### src/rtl/tzc_pkg.sv
package tzc_pkg;

    typedef enum logic [2:0] {
        WS_IDLE,
        WS_CLEAR,
        WS_VERIFY,
        WS_DONE,
        WS_FAIL
    } wipe_state_e;

    typedef enum logic [1:0] {
        LED_ARMED   = 2'b00,
        LED_WIPING  = 2'b01,
        LED_CLEARED = 2'b10,
        LED_FAULT   = 2'b11
    } led_code_e;

    function automatic led_code_e led_from_status(
        input logic busy,
        input logic done,
        input logic fault
    );
        if (fault)
            return LED_FAULT;
        else if (done)
            return LED_CLEARED;
        else if (busy)
            return LED_WIPING;
        return LED_ARMED;
    endfunction

endpackage

### src/rtl/tzc_input_filter.sv
module tzc_input_filter #(
    parameter int CNT_W = 8
) (
    input  logic             clk,
    input  logic             rst,
    input  logic             raw_i,
    input  logic [CNT_W-1:0] limit_i,
    output logic             level_o
);
    logic             meta_q;
    logic             sync_q;
    logic             level_q;
    logic [CNT_W-1:0] run_q;
    logic [CNT_W:0]   run_next;
    logic [CNT_W:0]   need;

    assign run_next = {1'b0, run_q} + {{CNT_W{1'b0}}, 1'b1};
    assign need     = (limit_i == '0) ? {{CNT_W{1'b0}}, 1'b1} : {1'b0, limit_i};

    always_ff @(posedge clk) begin
        if (rst) begin
            meta_q  <= 1'b0;
            sync_q  <= 1'b0;
            level_q <= 1'b0;
            run_q   <= '0;
        end else begin
            meta_q <= raw_i;
            sync_q <= meta_q;
            if (sync_q != level_q) begin
                if (run_next >= need) begin
                    level_q <= sync_q;
                    run_q   <= '0;
                end else begin
                    run_q <= run_next[CNT_W-1:0];
                end
            end else begin
                run_q <= '0;
            end
        end
    end

    assign level_o = level_q;
endmodule

### src/rtl/tzc_key_store.sv
module tzc_key_store #(
    parameter int WORDS  = 16,
    parameter int DATA_W = 32,
    parameter int ADDR_W = $clog2(WORDS)
) (
    input  logic              clk,
    input  logic              we_i,
    input  logic [ADDR_W-1:0] waddr_i,
    input  logic [DATA_W-1:0] wdata_i,
    input  logic [ADDR_W-1:0] raddr_i,
    output logic [DATA_W-1:0] rdata_o,
    input  logic [ADDR_W-1:0] vaddr_i,
    output logic [DATA_W-1:0] vdata_o
);
    logic [DATA_W-1:0] cells [WORDS];

    always_ff @(posedge clk) begin
        if (we_i)
            cells[waddr_i] <= wdata_i;
    end

    assign rdata_o = cells[raddr_i];
    assign vdata_o = cells[vaddr_i];
endmodule

### src/rtl/tzc_wipe_seq.sv
module tzc_wipe_seq
    import tzc_pkg::*;
#(
    parameter int WORDS  = 16,
    parameter int DATA_W = 32,
    parameter int ADDR_W = $clog2(WORDS)
) (
    input  logic              clk,
    input  logic              rst,
    input  logic              start_i,
    output logic              clr_we_o,
    output logic [ADDR_W-1:0] addr_o,
    input  logic [DATA_W-1:0] vdata_i,
    output logic              busy_o,
    output logic              done_o,
    output logic              fault_o
);
    localparam logic [ADDR_W-1:0] LAST = ADDR_W'(WORDS - 1);

    wipe_state_e       state_q;
    logic [ADDR_W-1:0] ptr_q;
    logic              bad_q;
    logic              bad_now;

    assign bad_now = bad_q | (vdata_i != '0);

    always_ff @(posedge clk) begin
        if (rst) begin
            state_q <= WS_IDLE;
            ptr_q   <= '0;
            bad_q   <= 1'b0;
        end else begin
            unique case (state_q)
                WS_IDLE: begin
                    if (start_i) begin
                        state_q <= WS_CLEAR;
                        ptr_q   <= '0;
                        bad_q   <= 1'b0;
                    end
                end
                WS_CLEAR: begin
                    if (ptr_q == LAST) begin
                        state_q <= WS_VERIFY;
                        ptr_q   <= '0;
                    end else begin
                        ptr_q <= ptr_q + 1'b1;
                    end
                end
                WS_VERIFY: begin
                    bad_q <= bad_now;
                    if (ptr_q == LAST) begin
                        state_q <= bad_now ? WS_FAIL : WS_DONE;
                        ptr_q   <= '0;
                    end else begin
                        ptr_q <= ptr_q + 1'b1;
                    end
                end
                WS_DONE: state_q <= WS_DONE;
                WS_FAIL: state_q <= WS_FAIL;
                default: state_q <= WS_IDLE;
            endcase
        end
    end

    assign clr_we_o = (state_q == WS_CLEAR);
    assign addr_o   = ptr_q;
    assign busy_o   = (state_q == WS_CLEAR) || (state_q == WS_VERIFY);
    assign done_o   = (state_q == WS_DONE);
    assign fault_o  = (state_q == WS_FAIL);
endmodule

### src/rtl/tamper_zeroize_ctrl.sv
module tamper_zeroize_ctrl
    import tzc_pkg::*;
#(
    parameter int NUM_COVER = 3,
    parameter int CNT_W     = 8,
    parameter int KEY_WORDS = 16,
    parameter int DATA_W    = 32,
    parameter int ADDR_W    = $clog2(KEY_WORDS)
) (
    input  logic                 clk,
    input  logic                 rst,
    input  logic [NUM_COVER-1:0] cover_sep_i,
    input  logic                 zero_btn_i,
    input  logic [CNT_W-1:0]     debounce_cfg_i,
    input  logic                 key_wr_en_i,
    input  logic [ADDR_W-1:0]    key_wr_addr_i,
    input  logic [DATA_W-1:0]    key_wr_data_i,
    input  logic [ADDR_W-1:0]    key_rd_addr_i,
    output logic [DATA_W-1:0]    key_rd_data_o,
    output logic                 alarm_irq_o,
    output logic                 zeroize_o,
    output logic                 wipe_done_o,
    output logic                 wipe_error_o,
    output logic [NUM_COVER:0]   cause_o,
    output logic [1:0]           led_code_o
);
    localparam int NSRC = NUM_COVER + 1;

    logic [NSRC-1:0]   raw_src;
    logic [NSRC-1:0]   level;
    logic              trig;
    logic              fire;
    logic              alarm_q;
    logic              strobe_q;
    logic [NSRC-1:0]   cause_q;

    logic              wipe_we;
    logic [ADDR_W-1:0] wipe_addr;
    logic [DATA_W-1:0] vdata;
    logic              wipe_busy;
    logic              wipe_done;
    logic              wipe_fault;

    logic              ks_we;
    logic [ADDR_W-1:0] ks_waddr;
    logic [DATA_W-1:0] ks_wdata;
    logic [DATA_W-1:0] ks_rdata;

    assign raw_src = {zero_btn_i, cover_sep_i};

    for (genvar s = 0; s < NSRC; s++) begin : g_src
        tzc_input_filter #(.CNT_W(CNT_W)) filt_i (
            .clk     (clk),
            .rst     (rst),
            .raw_i   (raw_src[s]),
            .limit_i (debounce_cfg_i),
            .level_o (level[s])
        );
    end

    assign trig = |level;
    assign fire = trig & ~alarm_q;

    always_ff @(posedge clk) begin
        if (rst) begin
            alarm_q  <= 1'b0;
            strobe_q <= 1'b0;
            cause_q  <= '0;
        end else begin
            alarm_q  <= alarm_q | trig;
            strobe_q <= fire;
            cause_q  <= cause_q | level;
        end
    end

    tzc_wipe_seq #(
        .WORDS  (KEY_WORDS),
        .DATA_W (DATA_W),
        .ADDR_W (ADDR_W)
    ) seq_i (
        .clk      (clk),
        .rst      (rst),
        .start_i  (fire),
        .clr_we_o (wipe_we),
        .addr_o   (wipe_addr),
        .vdata_i  (vdata),
        .busy_o   (wipe_busy),
        .done_o   (wipe_done),
        .fault_o  (wipe_fault)
    );

    assign ks_we    = wipe_we | (key_wr_en_i & ~alarm_q);
    assign ks_waddr = wipe_we ? wipe_addr : key_wr_addr_i;
    assign ks_wdata = wipe_we ? '0 : key_wr_data_i;

    tzc_key_store #(
        .WORDS  (KEY_WORDS),
        .DATA_W (DATA_W),
        .ADDR_W (ADDR_W)
    ) store_i (
        .clk     (clk),
        .we_i    (ks_we),
        .waddr_i (ks_waddr),
        .wdata_i (ks_wdata),
        .raddr_i (key_rd_addr_i),
        .rdata_o (ks_rdata),
        .vaddr_i (wipe_addr),
        .vdata_o (vdata)
    );

    assign key_rd_data_o = alarm_q ? '0 : ks_rdata;
    assign alarm_irq_o   = alarm_q;
    assign zeroize_o     = strobe_q;
    assign wipe_done_o   = wipe_done;
    assign wipe_error_o  = wipe_fault;
    assign cause_o       = cause_q;
    assign led_code_o    = led_from_status(wipe_busy, wipe_done, wipe_fault);
endmodule

### config.mk
export PLATFORM = sky130hd
export DESIGN_NAME = tamper_zeroize_ctrl
export DESIGN_NICKNAME = d
export VERILOG_FILES = /design/src/rtl/tzc_pkg.sv /design/src/rtl/tzc_input_filter.sv /design/src/rtl/tzc_key_store.sv /design/src/rtl/tzc_wipe_seq.sv /design/src/rtl/tamper_zeroize_ctrl.sv
export SDC_FILE = /design/constraint.sdc
export NUM_CORES = 1
export LEC_CHECK = 0
export BUFFER_PORTS_ARGS = -buffer_cell sky130_fd_sc_hd__buf_2
export CAP_MARGIN = 20
export CORE_MARGIN = 1
export CORE_UTILIZATION = 41
export CTS_BUF_LIST = sky130_fd_sc_hd__clkbuf_16
export CTS_CLUSTER_SIZE = 14
export DETAILED_ROUTE_END_ITERATION = 8
export PLACE_DENSITY_LB_ADDON = 0.3
export SYNTH_ARGS = -nofsm -noshare
export SYNTH_HDL_FRONTEND = slang
export SYNTH_SLANG_ARGS = --single-unit
### constraint.sdc
create_clock -name clk -period 3.1 [get_ports clk]
set_clock_uncertainty 0.1 [all_clocks]
set_input_delay 0.465 -clock clk [delete_from_list [all_inputs] [get_ports clk]]
set_output_delay 0.465 -clock clk [all_outputs]
set_load 0.005 [all_outputs]
* Word-level counts from Yosys, hierarchy flattened
Memory sizes are Yosys's and may differ from the RTL's. A register that Yosys moved wholly into a read port is not among the register bits.
Index checks and enable logic that the tools add are counted.
** Storage, ports and cells
- Register bits after elaboration :: 58
- RAM bits :: 512
- Input bits :: 55
- Output and inout port bits :: 42
- Logic and storage cells :: 99
- Memories kept :: 1
** Memory list
- store_i.cells :: words 16, bits a word 32, read ports 2, clocked after memory_dff 1, wr ports 1, line tzc_key_store.sv:15 : logic [DATA_W-1:0] cells [WORDS];
** Cells by class
- Add/subtract/negate cells :: 5
- $lt $le $gt $ge :: 4
- Equality and inequality tests :: 12
- Muxes and demuxes :: 25
- Bitwise logic cells :: 11
- Reduce and logical (&&, ||, !) cells :: 19
** Operators with widths (count)
- 32-bit two-way mux :: 2
- 8-bit by 1-bit adder with 9-bit output, second input constant :: 4
- 32-bit nonzero test :: 1
- 9-bit >= comparator :: 3
- 4-bit two-way mux :: 5
- 3-bit one-hot mux with 5 select lines :: 1
- 3-bit two-way mux :: 4
- 2-bit AND reduction :: 6
- 3-bit OR reduction :: 4
- 9-bit by 8-bit >= comparator with 1-bit output :: 1
- 8-bit zero test :: 1
- 2-bit two-way mux :: 4
- 8-bit two-way mux :: 1
- 4-bit one-hot mux with 2 select lines :: 1
- 3-bit by 2-bit equality test with 1-bit output, second input constant :: 2
- 1-bit two-way mux :: 6
- 1-bit inverter :: 5
- 4-bit by 1-bit adder with 4-bit output, second input constant :: 1
- 4-bit equality test, second input constant :: 1
- 1-bit inequality test :: 4
- 2-bit by 1-bit inequality test with 1-bit output, second input constant :: 2
- 4-bit OR :: 1
- 2-bit nonzero test :: 2
- 4-bit OR reduction :: 1
- 10 further kinds :: 13

* Logic depth before layout (Yosys ltp)
- Depth after elaboration :: 6
- Depth in mapped cells :: 11
- Mapped depth without buffers :: 11

* Cells and area by module
A second synthesis with hierarchy kept.
** Second synthesis, totals
- Cell total of the unflattened synthesis :: 1533
- Area, all modules :: 26880.8 sq um
** By module, submodules not included
- tzc_key_store :: instances 1, cells an instance 1077, area each 22907.0 sq um, seq. area each 15374.7 sq um
- tzc_input_filter :: instances 4, cells an instance 72, area each 681.9 sq um, seq. area each 220.2 sq um
- tamper_zeroize_ctrl :: instances 1, cells an instance 98, area each 708.2 sq um, seq. area each 120.1 sq um
- tzc_wipe_seq :: instances 1, cells an instance 70, area each 538.0 sq um, seq. area each 160.2 sq um

* Worst setup path after synthesis
Ideal clock, no wire load.
- Kind :: reg2reg
- Start point :: register seq_i.state_q[0]
- End point :: memory store_i.cells[7][0], enable pin
- Library setup time :: 0.421 ns
- Arrival :: 2.869 ns
- Data required time :: 2.579 ns
- Setup slack :: -0.290 ns
- Cell stages (with the launch flop) :: 7
- Buffers on the path :: 1
- Period minus slack after synthesis :: 3.390 ns
- Path through :: dfxtp_1 -> clkbuf_1 -> nand2_1 -> nor2_1 -> mux2i_1 -> or2_2 -> nor2_1
** On the way
- Word-level cells in the longest chain between the ends :: 4
- Elaborated cells between the ends (all ways) :: 5
- Classes of those cells :: eq/ne (1); mux (3); bitwise (1)
** RTL lines
- start: declaration :: line tzc_wipe_seq.sv:20 : wipe_state_e state_q;
- start signal: assignment :: line tzc_wipe_seq.sv:52 : state_q <= bad_now ? WS_FAIL : WS_DONE;
- 3-bit by 1-bit equality test with 1-bit output * :: line tzc_wipe_seq.sv:65 : assign clr_we_o = (state_q == WS_CLEAR);
- 1-bit OR :: line tamper_zeroize_ctrl.sv:92 : assign ks_we = wipe_we | (key_wr_en_i & ~alarm_q);
- 1-bit two-way mux :: line tzc_key_store.sv:18 : if (we_i)
- 1-bit two-way mux (not written as such) :: line tzc_key_store.sv:19 : cells[waddr_i] <= wdata_i;
- end: declaration :: line tzc_key_store.sv:15
Every way passes the cells marked *; elsewhere a longest branch is shown, timed or not.

==> results_dict.tcl <==
set metrics [dict create \
    worstPathMaxFanout 2 \
    min_from "cover_sep_i[2]" \
    die-width_um 245 \
    ys_async_sr_fraction_pct 0 \
    antenna_left 0 \
    status "finished clean" \
    yosys_most_used_dff "edfxtp_1" \
    drc 0 \
    num_vias 14400 \
    fillCellCount 4767 \
    arrival_ps 2500 \
    hp-class "in2reg" \
    final_common_cell "edfxtp_1" \
    post-route-cell-area_um2 28900 \
    clkSinkCount 574 \
    cts_buffers 57 \
    routed_wl_um 65200 \
    synth_edf_count 512 \
    syn2layout_area_growth_pct 19.1 \
    htree_levels 2 \
    yosys_warnings 0 \
    globalplace.congestion 0.876 \
    max-slew-margin-rel_pct 24.9 \
    ff_latch_area_um2 16600 \
    crit_type "reg2out" \
    dieArea_um2 60100 \
    io_buffers 96 \
    antenna_found_initial 0 \
    pre_cts_slack_ps -249 \
    setup-violations-final 0 \
    row_count 88 \
    post-dp-hpwl_um 45200 \
    drtIter0Drc 1504 \
    synth_cell_types 51 \
    yosys.area.top_type "edfxtp_1" \
    start_util_pct 41.8 \
    multi_input_area_um2 7480 \
    cts_setup_buffers 0 \
    clk_path_buf_depth 3 \
    drv_cap 0 \
    startpoint "store_i.cells[3][3]$_DFFE_PP_" \
    wl_per_cell_um 27.0 \
    synth_area_leaders "edfxtp_1, mux4_2, dfxtp_1" \
    synth_nets 1456 \
    grt_overflow 0 \
    vdd_drop_max_uv 450 \
    core_um2 58000 \
    reg2regPathDepth 9 \
    grt_pass1_wl_um 95900 \
    end_kind "output pin" \
    grt_usage_pct 22.0 \
    cts.clk_slew.worst_paths_ps 60 \
    post-route-period-util_pct 98.7 \
    min_period_ps 3060 \
    firstDrtPassIters 5 \
    setup_ws_ps 39.5 \
    critical_path_required_ps 2530 \
    rsz0062_at_grt "no" \
    nets 1699 \
    ys_seq_area_share_pct 68.5 \
    ys_ff_latch 574 \
    cts_tree "done" \
    power_leakage_nw 9.72 \
    drive_gt1_share_pct 31.1 \
    grt_pass1_vias 14300 \
    grt_max_degree 34 \
    crit_path_start_kind "flop" \
    place_area_um2 26800 \
    final_cell_mix "edfxtp_1, mux4_2, nor4_1" \
    slew_viol_final 0 \
    die-height_um 245 \
    max_freq_mhz 327 \
    p_per_area_nw_per_um2 565 \
    tightestPinTransition_ps 1120 \
    syn_avg_cell_area_um2 17.8 \
    cts_root_buf "clkbuf_16" \
    synthCells 1364 \
    post_cts_resized 0 \
    io_pins 97 \
    holdBufCountCts 3 \
    finalHoldViolCount 0 \
    clock_latency_ps 630 \
    synth_top_area_share_pct 63.4 \
    viasPerCell 5.95 \
    hold_depth 2 \
    synth_area_um2 24200 \
]
## through the flow
step	hold slack (ps)	TNS [ps]	total power, W	instances	utilization, %
6_report	29.5	0	0.0163	2418	49.8
5_1_grt	12.5	0	0.0168	2417	49.8
4_1_cts	0.798	0	0.0164	2401	49.5
3_5_place_dp	329	-5180	0.00973	2294	46.3
3_3_place_gp	325	-4260	0.00972	2292	46.2
2_1_floorplan	314	-139700	0.00928	1364	-
## synthesized netlist by cell type, types with 3 or more instances
master / instances
nor3_1: 16
buf_2: 11
buf_1: 12
nor4b_1: 9
nor2b_1: 67
edfxtp_1: 512
ha_1: 37
a22oi_1: 3
nor2_1: 71
a21o_1: 19
nand2b_1: 9
a31oi_1: 6
a221oi_1: 3
mux4_2: 164
xnor2_1: 14
mux2i_1: 10
clkbuf_1: 29
nor4_1: 107
o21ai_1: 4
and3_1: 3
a41oi_1: 3
inv_1: 20
nand2_1: 22
and2_1: 33
or2_2: 7
nand4_1: 28
a21oi_1: 17
o21ai_0: 8
nand3_1: 16
xor2_1: 14
dfxtp_1: 62
a2111oi_2: 3
## report_power, final
group	total, W	internal (W)	switching, W
clock network	0.00673	0.00381	0.00292
registers	0.00858	0.00853	0.0000497
logic	0.00100	0.000468	0.000535
## final timing paths
check	endpoint	slack, ps
worst max register to register	seq_i.state_q[0]$_SDFFE_PP0P_	180
worst min-delay path	g_src[2].filt_i.meta_q$_SDFF_PP0_	30
worst max-delay path	key_rd_data_o[3]	40
worst min register to register	g_src[3].filt_i.sync_q$_SDFF_PP0_	350
## critical path: stages, from the launching register on
cell and delay, ps:
edfxtp_1 500, mux4_2 500, mux4_2 550, and2_1 190
buf_2 120
## logic make-up after synthesis
kind of cell / after synthesis / share of synthesized area [%]
flops: 574 / 68.5
simple gates: 397 / 9.31
mux: 175 / 15.7
compound gates: 81 / 2.38
buf+inv: 72 / 1.17
fa+ha+maj: 37 / 1.91
xor+xnor: 28 / 1.01
## metal layers
metal / global-route usage, % / share of wire (%)
met3: 3.36 / 8.3
met2: 35.3 / 48
met1: 30.6 / 41
met5: 0 / 0
met4: 7.94 / 3.4
## sequential cells by signal, indices dropped and copies added (netlist names), 3 cells and up, named ones only
register	flops
store_i.cells	512
g_src.filt_i.run_q	32
cause_o	4
g_src.filt_i.level_o	4
g_src.filt_i.meta_q	4
g_src.filt_i.sync_q	4
seq_i.addr_o	4
seq_i.state_q	3
## cell type report
class	count	area share, %
Clock inverter	46	1.34
Tap cell	765	3.31
Timing Repair Buffer	236	6.66
Multi-Input combinational cell	718	25.9
Sequential cell	574	57.5
Inverter	20	0.260
Clock buffer	58	5.02
Antenna cell	1	0.00866
No activity file was read; power rests on OpenSTA's default activity.
